$ cat config.mk
export PLATFORM = sky130hd
export DESIGN_NAME = join_counter_unit
export DESIGN_NICKNAME = d
export VERILOG_FILES = /design/src/rtl/jcu_pkg.sv /design/src/rtl/jcu_counter_ram.sv /design/src/rtl/jcu_update.sv /design/src/rtl/jcu_cont_fifo.sv /design/src/rtl/join_counter_unit.sv
export SDC_FILE = /design/constraint.sdc
export NUM_CORES = 1
export LEC_CHECK = 0
export CELL_PAD_IN_SITES_DETAIL_PLACEMENT = 0
export CELL_PAD_IN_SITES_GLOBAL_PLACEMENT = 1
export CORE_MARGIN = 4
export CORE_UTILIZATION = 55
export CTS_CLUSTER_SIZE = 8
export DETAILED_ROUTE_END_ITERATION = 10
export DONT_BUFFER_PORTS = 1
export PLACE_DENSITY_LB_ADDON = 0.1
export SYNTH_ARGS = -nofsm -noshare
export SYNTH_HDL_FRONTEND = slang
export SYNTH_HIERARCHICAL = 1
export SYNTH_SLANG_ARGS = --single-unit
$ cat constraint.sdc
create_clock -name clk -period 6.6 [get_ports clk]
set_input_delay 0.33 -clock clk [delete_from_list [all_inputs] [get_ports clk]]
set_output_delay 0.33 -clock clk [all_outputs]
set_load 0.02 [all_outputs]
$ cat src/rtl/jcu_pkg.sv
package jcu_pkg;
    parameter int FP_W       = 8;
    parameter int IP_W       = 8;
    parameter int CNT_W      = 8;
    parameter int CNT_DEPTH  = 16;
    parameter int FIFO_DEPTH = 16;

    localparam int ADDR_W  = $clog2(CNT_DEPTH);
    localparam int FPTR_W  = $clog2(FIFO_DEPTH);
    localparam int FCNT_W  = FPTR_W + 1;

    typedef logic [CNT_W-1:0]  cnt_t;
    typedef logic [ADDR_W-1:0] addr_t;

    typedef struct packed {
        logic [FP_W-1:0] fp;
        logic [IP_W-1:0] ip;
    } cont_t;

    function automatic addr_t frame_addr(logic [FP_W-1:0] fp, addr_t off);
        logic [FP_W-1:0] sum;
        sum = fp + FP_W'(off);
        return sum[ADDR_W-1:0];
    endfunction
endpackage

$ cat src/rtl/jcu_counter_ram.sv
module jcu_counter_ram
    import jcu_pkg::*;
(
    input  logic  clk,
    input  logic  rst,
    input  addr_t join_addr,
    output cnt_t  join_rdata,
    input  logic  dir_rd,
    input  addr_t dir_addr,
    output cnt_t  dir_rdata,
    input  logic  wr_en,
    input  addr_t wr_addr,
    input  cnt_t  wr_data
);
    cnt_t mem [CNT_DEPTH];
    cnt_t rd_q;

    assign join_rdata = mem[join_addr];
    assign dir_rdata  = rd_q;

    always_ff @(posedge clk) begin
        if (rst) begin
            for (int i = 0; i < CNT_DEPTH; i++) mem[i] <= '0;
            rd_q <= '0;
        end else begin
            if (wr_en) mem[wr_addr] <= wr_data;
            if (dir_rd) rd_q <= mem[dir_addr];
        end
    end
endmodule

$ cat src/rtl/jcu_update.sv
module jcu_update
    import jcu_pkg::*;
(
    input  cnt_t cur_cnt,
    input  cnt_t term,
    output logic reached,
    output cnt_t new_cnt
);
    logic [CNT_W:0] inc;

    always_comb begin
        inc     = {1'b0, cur_cnt} + {{CNT_W{1'b0}}, 1'b1};
        reached = (inc >= {1'b0, term});
        new_cnt = reached ? '0 : inc[CNT_W-1:0];
    end
endmodule

$ cat src/rtl/jcu_cont_fifo.sv
module jcu_cont_fifo
    import jcu_pkg::*;
(
    input  logic  clk,
    input  logic  rst,
    input  logic  push,
    input  cont_t push_data,
    input  logic  pop,
    output cont_t head,
    output logic  empty,
    output logic  full
);
    cont_t               slots [FIFO_DEPTH];
    logic [FPTR_W-1:0]   wr_ptr, rd_ptr;
    logic [FCNT_W-1:0]   count;
    logic                do_pop;

    assign empty  = (count == '0);
    assign full   = (count == FCNT_W'(FIFO_DEPTH));
    assign head   = slots[rd_ptr];
    assign do_pop = pop && !empty;

    always_ff @(posedge clk) begin
        if (rst) begin
            wr_ptr <= '0;
            rd_ptr <= '0;
            count  <= '0;
        end else begin
            if (push) begin
                slots[wr_ptr] <= push_data;
                wr_ptr <= wr_ptr + 1'b1;
            end
            if (do_pop) rd_ptr <= rd_ptr + 1'b1;
            count <= count + FCNT_W'(push) - FCNT_W'(do_pop);
        end
    end

    assert_no_overflow_R7: assert property (@(posedge clk) disable iff (rst)
        (full && !pop) |-> !push);

    assert_count_bound_R7: assert property (@(posedge clk) disable iff (rst)
        count <= FCNT_W'(FIFO_DEPTH));

    assert_empty_pop_ignored_R6: assert property (@(posedge clk) disable iff (rst)
        (empty && pop && !push) |=> empty);
endmodule

$ cat src/rtl/join_counter_unit.sv
module join_counter_unit
    import jcu_pkg::*;
(
    input  logic                  clk,
    input  logic                  rst,
    input  logic                  join_valid,
    output logic                  join_ready,
    input  logic [FP_W-1:0]       join_fp,
    input  logic [ADDR_W-1:0]     join_off,
    input  logic [CNT_W-1:0]      join_term,
    input  logic [IP_W-1:0]       join_ip,
    input  logic                  next_req,
    output logic [FP_W-1:0]       cont_fp,
    output logic [IP_W-1:0]       cont_ip,
    output logic                  cont_empty,
    output logic                  cont_full,
    input  logic                  dir_valid,
    input  logic                  dir_we,
    input  logic [ADDR_W-1:0]     dir_addr,
    input  logic [CNT_W-1:0]      dir_wdata,
    output logic [CNT_W-1:0]      dir_rdata
);
    addr_t jaddr;
    cnt_t  jcur, jnew, wdata;
    logic  reached, join_fire, push, wen;
    addr_t waddr;
    cont_t head, entry;

    assign jaddr = frame_addr(join_fp, join_off);

    jcu_counter_ram u_ram (
        .clk        (clk),
        .rst        (rst),
        .join_addr  (jaddr),
        .join_rdata (jcur),
        .dir_rd     (dir_valid && !dir_we),
        .dir_addr   (dir_addr),
        .dir_rdata  (dir_rdata),
        .wr_en      (wen),
        .wr_addr    (waddr),
        .wr_data    (wdata)
    );

    jcu_update u_upd (
        .cur_cnt (jcur),
        .term    (join_term),
        .reached (reached),
        .new_cnt (jnew)
    );

    assign join_ready = !dir_valid && !(reached && cont_full && !next_req);
    assign join_fire  = join_valid && join_ready;
    assign push       = join_fire && reached;
    assign entry      = '{fp: join_fp, ip: join_ip};

    always_comb begin
        wen   = 1'b0;
        waddr = jaddr;
        wdata = jnew;
        if (dir_valid) begin
            wen   = dir_we;
            waddr = dir_addr;
            wdata = dir_wdata;
        end else if (join_fire) begin
            wen = 1'b1;
        end
    end

    jcu_cont_fifo u_fifo (
        .clk       (clk),
        .rst       (rst),
        .push      (push),
        .push_data (entry),
        .pop       (next_req),
        .head      (head),
        .empty     (cont_empty),
        .full      (cont_full)
    );

    assign cont_fp = head.fp;
    assign cont_ip = head.ip;

    assert_increment_stored_R3: assert property (@(posedge clk) disable iff (rst)
        (join_fire && !reached) |=>
            u_ram.mem[$past(jaddr)] == $past(jcur) + 1'b1);

    assert_clear_on_post_R2: assert property (@(posedge clk) disable iff (rst)
        push |=> (u_ram.mem[$past(jaddr)] == '0) && !cont_empty);

    assert_direct_priority_R8: assert property (@(posedge clk) disable iff (rst)
        dir_valid |-> !join_ready);

    assert_stall_keeps_count_R7: assert property (@(posedge clk) disable iff (rst)
        (join_valid && !join_ready && !dir_valid) |=>
            u_ram.mem[$past(jaddr)] == $past(jcur));
endmodule

==> results.json, run 1 <==
{
  "setup_viol": 0,
  "critPathKind": "input pin to flip-flop",
  "clkTransAtPathRegs_ns": 0.05,
  "crit_path_max_fanout": 18,
  "cts-resized-gates": 0,
  "critPathLaunch": "join_fp[0]",
  "grt_max_degree": 66,
  "required_ns": 6.86,
  "drt_iter0_drc": 716,
  "synth_nets": 1172,
  "dieArea_sq_mm": 0.0367,
  "cts_buffer_depth": 3,
  "antenna_left": 0,
  "synth_area_sq_mm": 0.0185,
  "crit_arrival_ns": 5.72,
  "synth_area_leaders": "edfxtp_1, mux4_2, mux4_1, and2_1, mux2i_1",
  "synth_top_area_share_pct": 62.3,
  "hold_class": "input pin to flip-flop",
  "cts_tree": "yes",
  "yosys_warnings": 6,
  "layout_min_cycle_time_ns": 5.46,
  "rsz0062_at_grt": "false",
  "yosysUniqueCellTypes": 49,
  "io_pins": 73,
  "grt_usage_pct": 24.8,
  "synth_edf_count": 384,
  "die_x_um": 192,
  "outcome": "finished, final reports clean",
  "fmax_mhz": 183,
  "fin_worst_skew_ns": 0.0438,
  "core_sq_mm": 0.0329,
  "drv_slew": 0,
  "wire_per_inst_um": 26.8,
  "cts-root-buf": "clkbuf_16",
  "relSlewSlack_pct": 15.4,
  "r2r-end": "u_ram/mem[13][1]$_SDFFCE_PN0P_",
  "fin_util_pct": 63.9,
  "htree_levels": 2,
  "gp_congestion": 0.855,
  "initial_core_util_pct": 56.4,
  "io_buffer_count": 0,
  "finalHoldViolCount": 0,
  "nets": 1233,
  "leakage_nw": 7.47,
  "post-route-drc-count": 0,
  "hpwlAfterDp_mm": 29.9,
  "maxCapViolCount": 0,
  "peakVddDrop_mv": 0.208,
  "fill_cells": 2388,
  "most-common-layout-cells": "edfxtp_1, and2_1, mux4_2",
  "synth_top_cell_by_area": "edfxtp_1",
  "grt_pass1_vias": 10189,
  "worst_pin_slew_ns": 1.27,
  "layout_commonest_cell": "edfxtp_1",
  "synthToLayoutAreaGrowth_pct": 13.4,
  "powerDensity_mw_per_mm2": 329,
  "final.period_utilization_pct": 82.8,
  "tns_ns": 0,
  "synthArstFlopShare_pct": 0,
  "syn_inst": 1101,
  "die_y_um": 192,
  "synth_seq_area_share_pct": 65.0,
  "rows": 66,
  "grt_overflow": 0,
  "vias_per_cell": 5.99,
  "cp-start-kind": "input pin",
  "postSynthAreaPerCell_sq_um": 16.8,
  "yosys_most_used_dff": "edfxtp_1",
  "rr_worst_depth": 16,
  "wl_mm": 44.3,
  "grt_pass1_wl_mm": 66.2,
  "antenna_found_initial": 2,
  "clock_latency_ns": 0.60,
  "crit_end": "u_ram/mem[13][1]$_SDFFCE_PN0P_",
  "drt_pass1_iterations": 5,
  "synth.ff_latch_count": 409,
  "clock_sinks": 409,
  "worstSetupEndpointType": "flip-flop",
  "ff2ff_setup_slack_ns": 1.27,
  "cts_buffers": 57,
  "timing.rr.start": "u_ram/mem[5][0]$_SDFFCE_PN0P_",
  "dr_total_vias": 9904,
  "drive_above_1_share_pct": 17.0
}
## what timing repair did
item                                    in CTS  in global routing
endpoints found under the setup margin       0                  0
hold buffers                                18                  0
buffers inserted                             0                  0
endpoints found under the hold margin      273                  0
## how the worst min path moves through the flow
stage                   from                       endpoint  slack [ns]  depth (start not counted)
detailed placement       rst                      flip-flop        0.40                          1
floorplan                rst     u_fifo/count[0]$_SDFF_PP0_        0.40                          1
global placement         rst     u_fifo/count[1]$_SDFF_PP0_        0.40                          1
finish              next_req  u_fifo/rd_ptr[2]$_SDFFE_PP0N_        0.02                          3
global route        next_req                      flip-flop        0.03                          3
CTS                 next_req  u_fifo/rd_ptr[1]$_SDFFE_PP0N_       0.003                          3
## metal layers
layer	global-route usage (%)	share of wire (%)	vias to the layer above	routed length (um)
li1	-	-	4473	-
met1	31.7	40	5081	17900
met2	44.2	53	284	23500
met3	4.07	4.5	64	1970
met4	6.63	2.1	2	950
met5	0	0.038	-	17
## logic make-up (layout without fill, tap and decap cells)
group	count (synthesis)	in the layout	synth area share, %
flops	409	409	65.0
simple gates	309	309	9.55
mux	179	179	17.5
compound gates	81	81	3.17
buf+inv	81	191	2.21
fa+ha+maj	25	25	1.77
xor+xnor	17	17	0.804
other cells	0	1	0
## per-stage QoR
| step | cell area (sq um) | worst slack, ns | hold WS (ns) | instances | power (mW) |
|---|---|---|---|---|---|
| floorplan | 18500 | 0.556 | 0.402 | 1101 | 3.95 |
| CTS | 21000 | 1.21 | 0.00272 | 1653 | 6.98 |
| global route | 21000 | 0.810 | 0.0324 | 1654 | 7.21 |
| finish | 21000 | 1.14 | 0.0186 | 1654 | 6.92 |
| global placement | 19100 | 0.666 | 0.400 | 1527 | 4.23 |
| detailed placement | 19100 | 0.614 | 0.400 | 1527 | 4.23 |
## sequential cells by signal (all words and copies together) (netlist names), named ones only
| name | flops |
|---|---|
| u_ram/mem | 128 |
| u_ram/dir_rdata | 8 |
| u_fifo/count | 5 |
| u_fifo/wr_ptr | 4 |
| u_fifo/rd_ptr | 4 |
| u_fifo/slots | 256 |
## critical path, stage by stage
cell and delay [ns]:
ha_2 0.15, inv_1 0.05, fa_1 0.46, inv_1 0.19, buf_4 0.29, mux4_1 0.32
mux4_2 0.59, and4_1 0.25, nand2_1 0.08, xnor2_1 0.14, ha_1 0.28, a21o_1 0.17
a21o_1 0.22, a41o_2 0.30, or2_1 0.23, a31oi_1 0.24, a22o_1 0.27, nor3b_1 0.27
nand2_1 0.22, nor2_1 0.36, or2_2 0.29
## synth_stat cells (21+ instances only)
master / number
dfxtp_1: 25
edfxtp_1: 384
ha_1: 23
mux2i_1: 65
nor2_1: 28
nand3_1: 33
mux4_2: 66
and2_1: 146
clkbuf_1: 21
nand2_1: 41
a22oi_1: 56
mux4_1: 38
inv_1: 24
## final cells by class
type                    instances  area, sq um  share of cell area [%]
multi-input cells             611         6090                    29.0
inverters                      24         90.1                   0.429
diodes                          1         2.50                  0.0119
clock inverters                 4          106                   0.506
flip-flops and latches        409        12000                    57.3
clock buffers                 104         1610                    7.68
well taps                     442          553                    2.63
repair buffers                 59          513                    2.44
## power breakdown
part / switching, mW / internal (mW)
sequential: 0.0983 / 2.92
combinational: 0.650 / 0.533
clock: 1.05 / 1.68
Power figures use the tool's default switching activity.
==> run 2, diff against run 1 <==
- ABC_AREA: unset -> 1
- CORE_UTILIZATION: 55 -> 50
- clock period: 6.6 -> 5.5 ns (I/O delays scaled with it)
==> run 2 against run 1 <==
- sequential power increased by 19%
- core utilization decreased by 7.3 points
- first-iteration DRC count increased by 130%
- final cell count increased by 69%
- cell area increased by 7.3%
- largest power group unchanged
==> results.json, run 2 <==
{
  "outcome": "finished, final reports clean",
  "setup_viol": 0,
  "finalHoldViolCount": 0,
  "worstSetupEndpointType": "flip-flop",
  "synth_edf_count": 384,
  "synth_xor_area_share_pct": 0.390,
  "cts_tree": "yes",
  "yosys_warnings": 6,
  "yosys_most_used_dff": "edfxtp_1",
  "regMostFlops": "u_fifo/slots",
  "cts-resized-gates": 0,
  "maxCapViolCount": 0,
  "antenna_left": 0,
  "diodes": 0,
  "crit_top_cell": "nand2_1",
  "post_cts_buffers": 0,
  "cts_buffers": 57,
  "peakVddDrop_mv": 0.373,
  "largest_reg_flops": 256,
  "grt_usage_pct": 26.4,
  "hold_class": "input pin to flip-flop",
  "synth_compound_area_share_pct": 3.21,
  "synth.ff_latch_count": 409,
  "cpPeakStageDelay_ns": 0.50,
  "nets": 2322,
  "die_y_um": 209,
  "required_ns": 5.78,
  "syn_inst": 2230,
  "tns_ns": 0,
  "powerDensity_mw_per_mm2": 383,
  "synthArstFlopShare_pct": 0,
  "critPathKind": "input pin to flip-flop",
  "drive_above_1_share_pct": 7.64,
  "postSynthAreaPerCell_sq_um": 9.07,
  "post-route-drc-count": 0,
  "layout_commonest_cell": "nand2_1",
  "leakage_nw": 9.76,
  "die_x_um": 209,
  "grt_pass1_vias": 14229,
  "htree_levels": 2,
  "fin_area_sq_mm": 0.0225,
  "clock_sinks": 409,
  "drt_iter0_drc": 1632,
  "relSlewSlack_pct": 13.4,
  "final.period_utilization_pct": 81.5,
  "synth.most_common_cell": "nand2_1",
  "drv_slew": 0,
  "synth_top_cell_by_area": "edfxtp_1",
  "fmax_mhz": 223,
  "synth_top_area_share_pct": 57.0,
  "clock_latency_ns": 0.61,
  "layout_min_cycle_time_ns": 4.48,
  "synth_area_sq_mm": 0.0202,
  "io_buffer_count": 0,
  "crit_path_max_fanout": 52,
  "wire_per_inst_um": 20.8,
  "wl_mm": 58.3,
  "vias_per_cell": 5.44,
  "dr_total_vias": 15256,
  "worst_path_max_delay_cell": "fa_1",
  "antenna_found_initial": 2,
  "rsz0062_at_grt": "false",
  "synth_fa_ha_area_share_pct": 1.62,
  "dieArea_sq_mm": 0.0437,
  "grt_max_degree": 104,
  "crit_arrival_ns": 4.76,
  "initial_core_util_pct": 50.8,
  "fin_worst_skew_ns": 0.0273,
  "io_pins": 73,
  "synth_area_leaders": "edfxtp_1, nand2_1, nand3_1, inv_1, nor2_1",
  "hpwlAfterDp_mm": 37.0,
  "muxShareOfSynthArea_pct": 0,
  "most-common-layout-cells": "nand2_1, edfxtp_1, nand3_1",
  "synth_top_family_by_area": "simple AND/OR/NAND/NOR gates",
  "core_sq_mm": 0.0398,
  "yosysUniqueCellTypes": 32,
  "worst_pin_slew_ns": 1.30,
  "grt_pass1_wl_mm": 87.7,
  "ys_top_cells_by_count": "nand2_1, edfxtp_1, nand3_1",
  "synth_nets": 2301,
  "gp_congestion": 0.905,
  "instances_no_fill": 2802,
  "synth_seq_area_share_pct": 59.5,
  "rows": 73,
  "cts_buffer_depth": 3,
  "grt_overflow": 0,
  "synthToLayoutAreaGrowth_pct": 11.4,
  "cts-root-buf": "clkbuf_16",
  "drt_pass1_iterations": 6,
  "clkTransAtPathRegs_ns": 0.05,
  "dpl.cell_count": 2698,
  "cp-start-kind": "input pin",
  "place_area_sq_mm": 0.0208,
  "yosys.area_share.simple_pct": 25.8
}
==> run 2: cell count changes in the layout (fill, tap and decap cells not counted), sizes merged, moves of 104 or more <==
cell / before / now
mux4: 104 / 0
inv: 24 / 342
nand2: 41 / 660
nor2: 28 / 193
and2: 146 / 1
nand3: 33 / 353
==> run 2: area by class of cell <==
cell class	instances	area [sq um]
fillers	3587	17300
flip-flops and latches	409	12000
multi-input cells	1363	6320
clock buffers	82	1520
inverters	344	1290
well taps	525	657
repair buffers	76	656
clock inverters	3	47.5
==> run 2: repair_timing <==
action	4_1_cts	5_1_grt
setup endpoints to repair	0	0
endpoints found under the hold margin	277	0
hold buffers	19	0
==> run 2: worst paths after layout <==
| check | end | slack, ns | depth (start not counted) | from |
|---|---|---|---|---|
| min reg2reg | flip-flop | 0.52 | 2 | u_fifo/rd_ptr[1]$_SDFFE_PP0N_ |
| max | u_fifo/slots[6][5]$_DFFE_PP_ | 1.02 | 31 | join_fp[0] |
| max reg2reg | u_fifo/slots[6][5]$_DFFE_PP_ | 1.21 | 27 | u_ram/mem[11][0]$_SDFFCE_PN0P_ |
| min | u_fifo/wr_ptr[0]$_SDFFE_PP0P_ | 0.05 | 4 | join_valid |
==> run 2: routing by layer <==
layer,vias up,share of wire (%),GRT usage (%)
met2,686,42,37.1
met5,-,0,0
met4,0,1.7,6.35
met3,56,11,8.06
li1,7256,-,-
met1,7258,45,40.3
==> run 2: worst max-delay path, delay by kind of cell <==
family | cells | cell delay, ns
and+or+nand+nor | 16 | 1.84
buffers and inverters | 8 | 1.07
AOI/OAI and AO/OA | 3 | 0.38
adders and majority gates | 3 | 0.90
xor gates and xnor gates | 1 | 0.23
==> run 2: logic make-up after synthesis <==
family | Yosys count
flops | 409
buf+inv | 458
compound gates | 112
xor+xnor | 9
simple gates | 1217
fa+ha+maj | 25
==> run 2: stage by stage <==
step	hold WS (ns)	power [mW]	util (%)	setup slack, ns
2_1_floorplan	0.342	4.97	-	0.149
3_3_place_gp	0.349	5.46	52.2	0.487
3_5_place_dp	0.352	5.46	52.2	0.438
4_1_cts	0.0104	8.68	56.6	1.08
5_1_grt	0.0680	9.03	56.6	0.533
6_report	0.0489	8.62	56.6	1.02
==> run 2: report_power, final <==
group	switching, mW	internal, mW
clock	1.26	1.88
combinational	1.38	0.519
sequential	0.0853	3.50
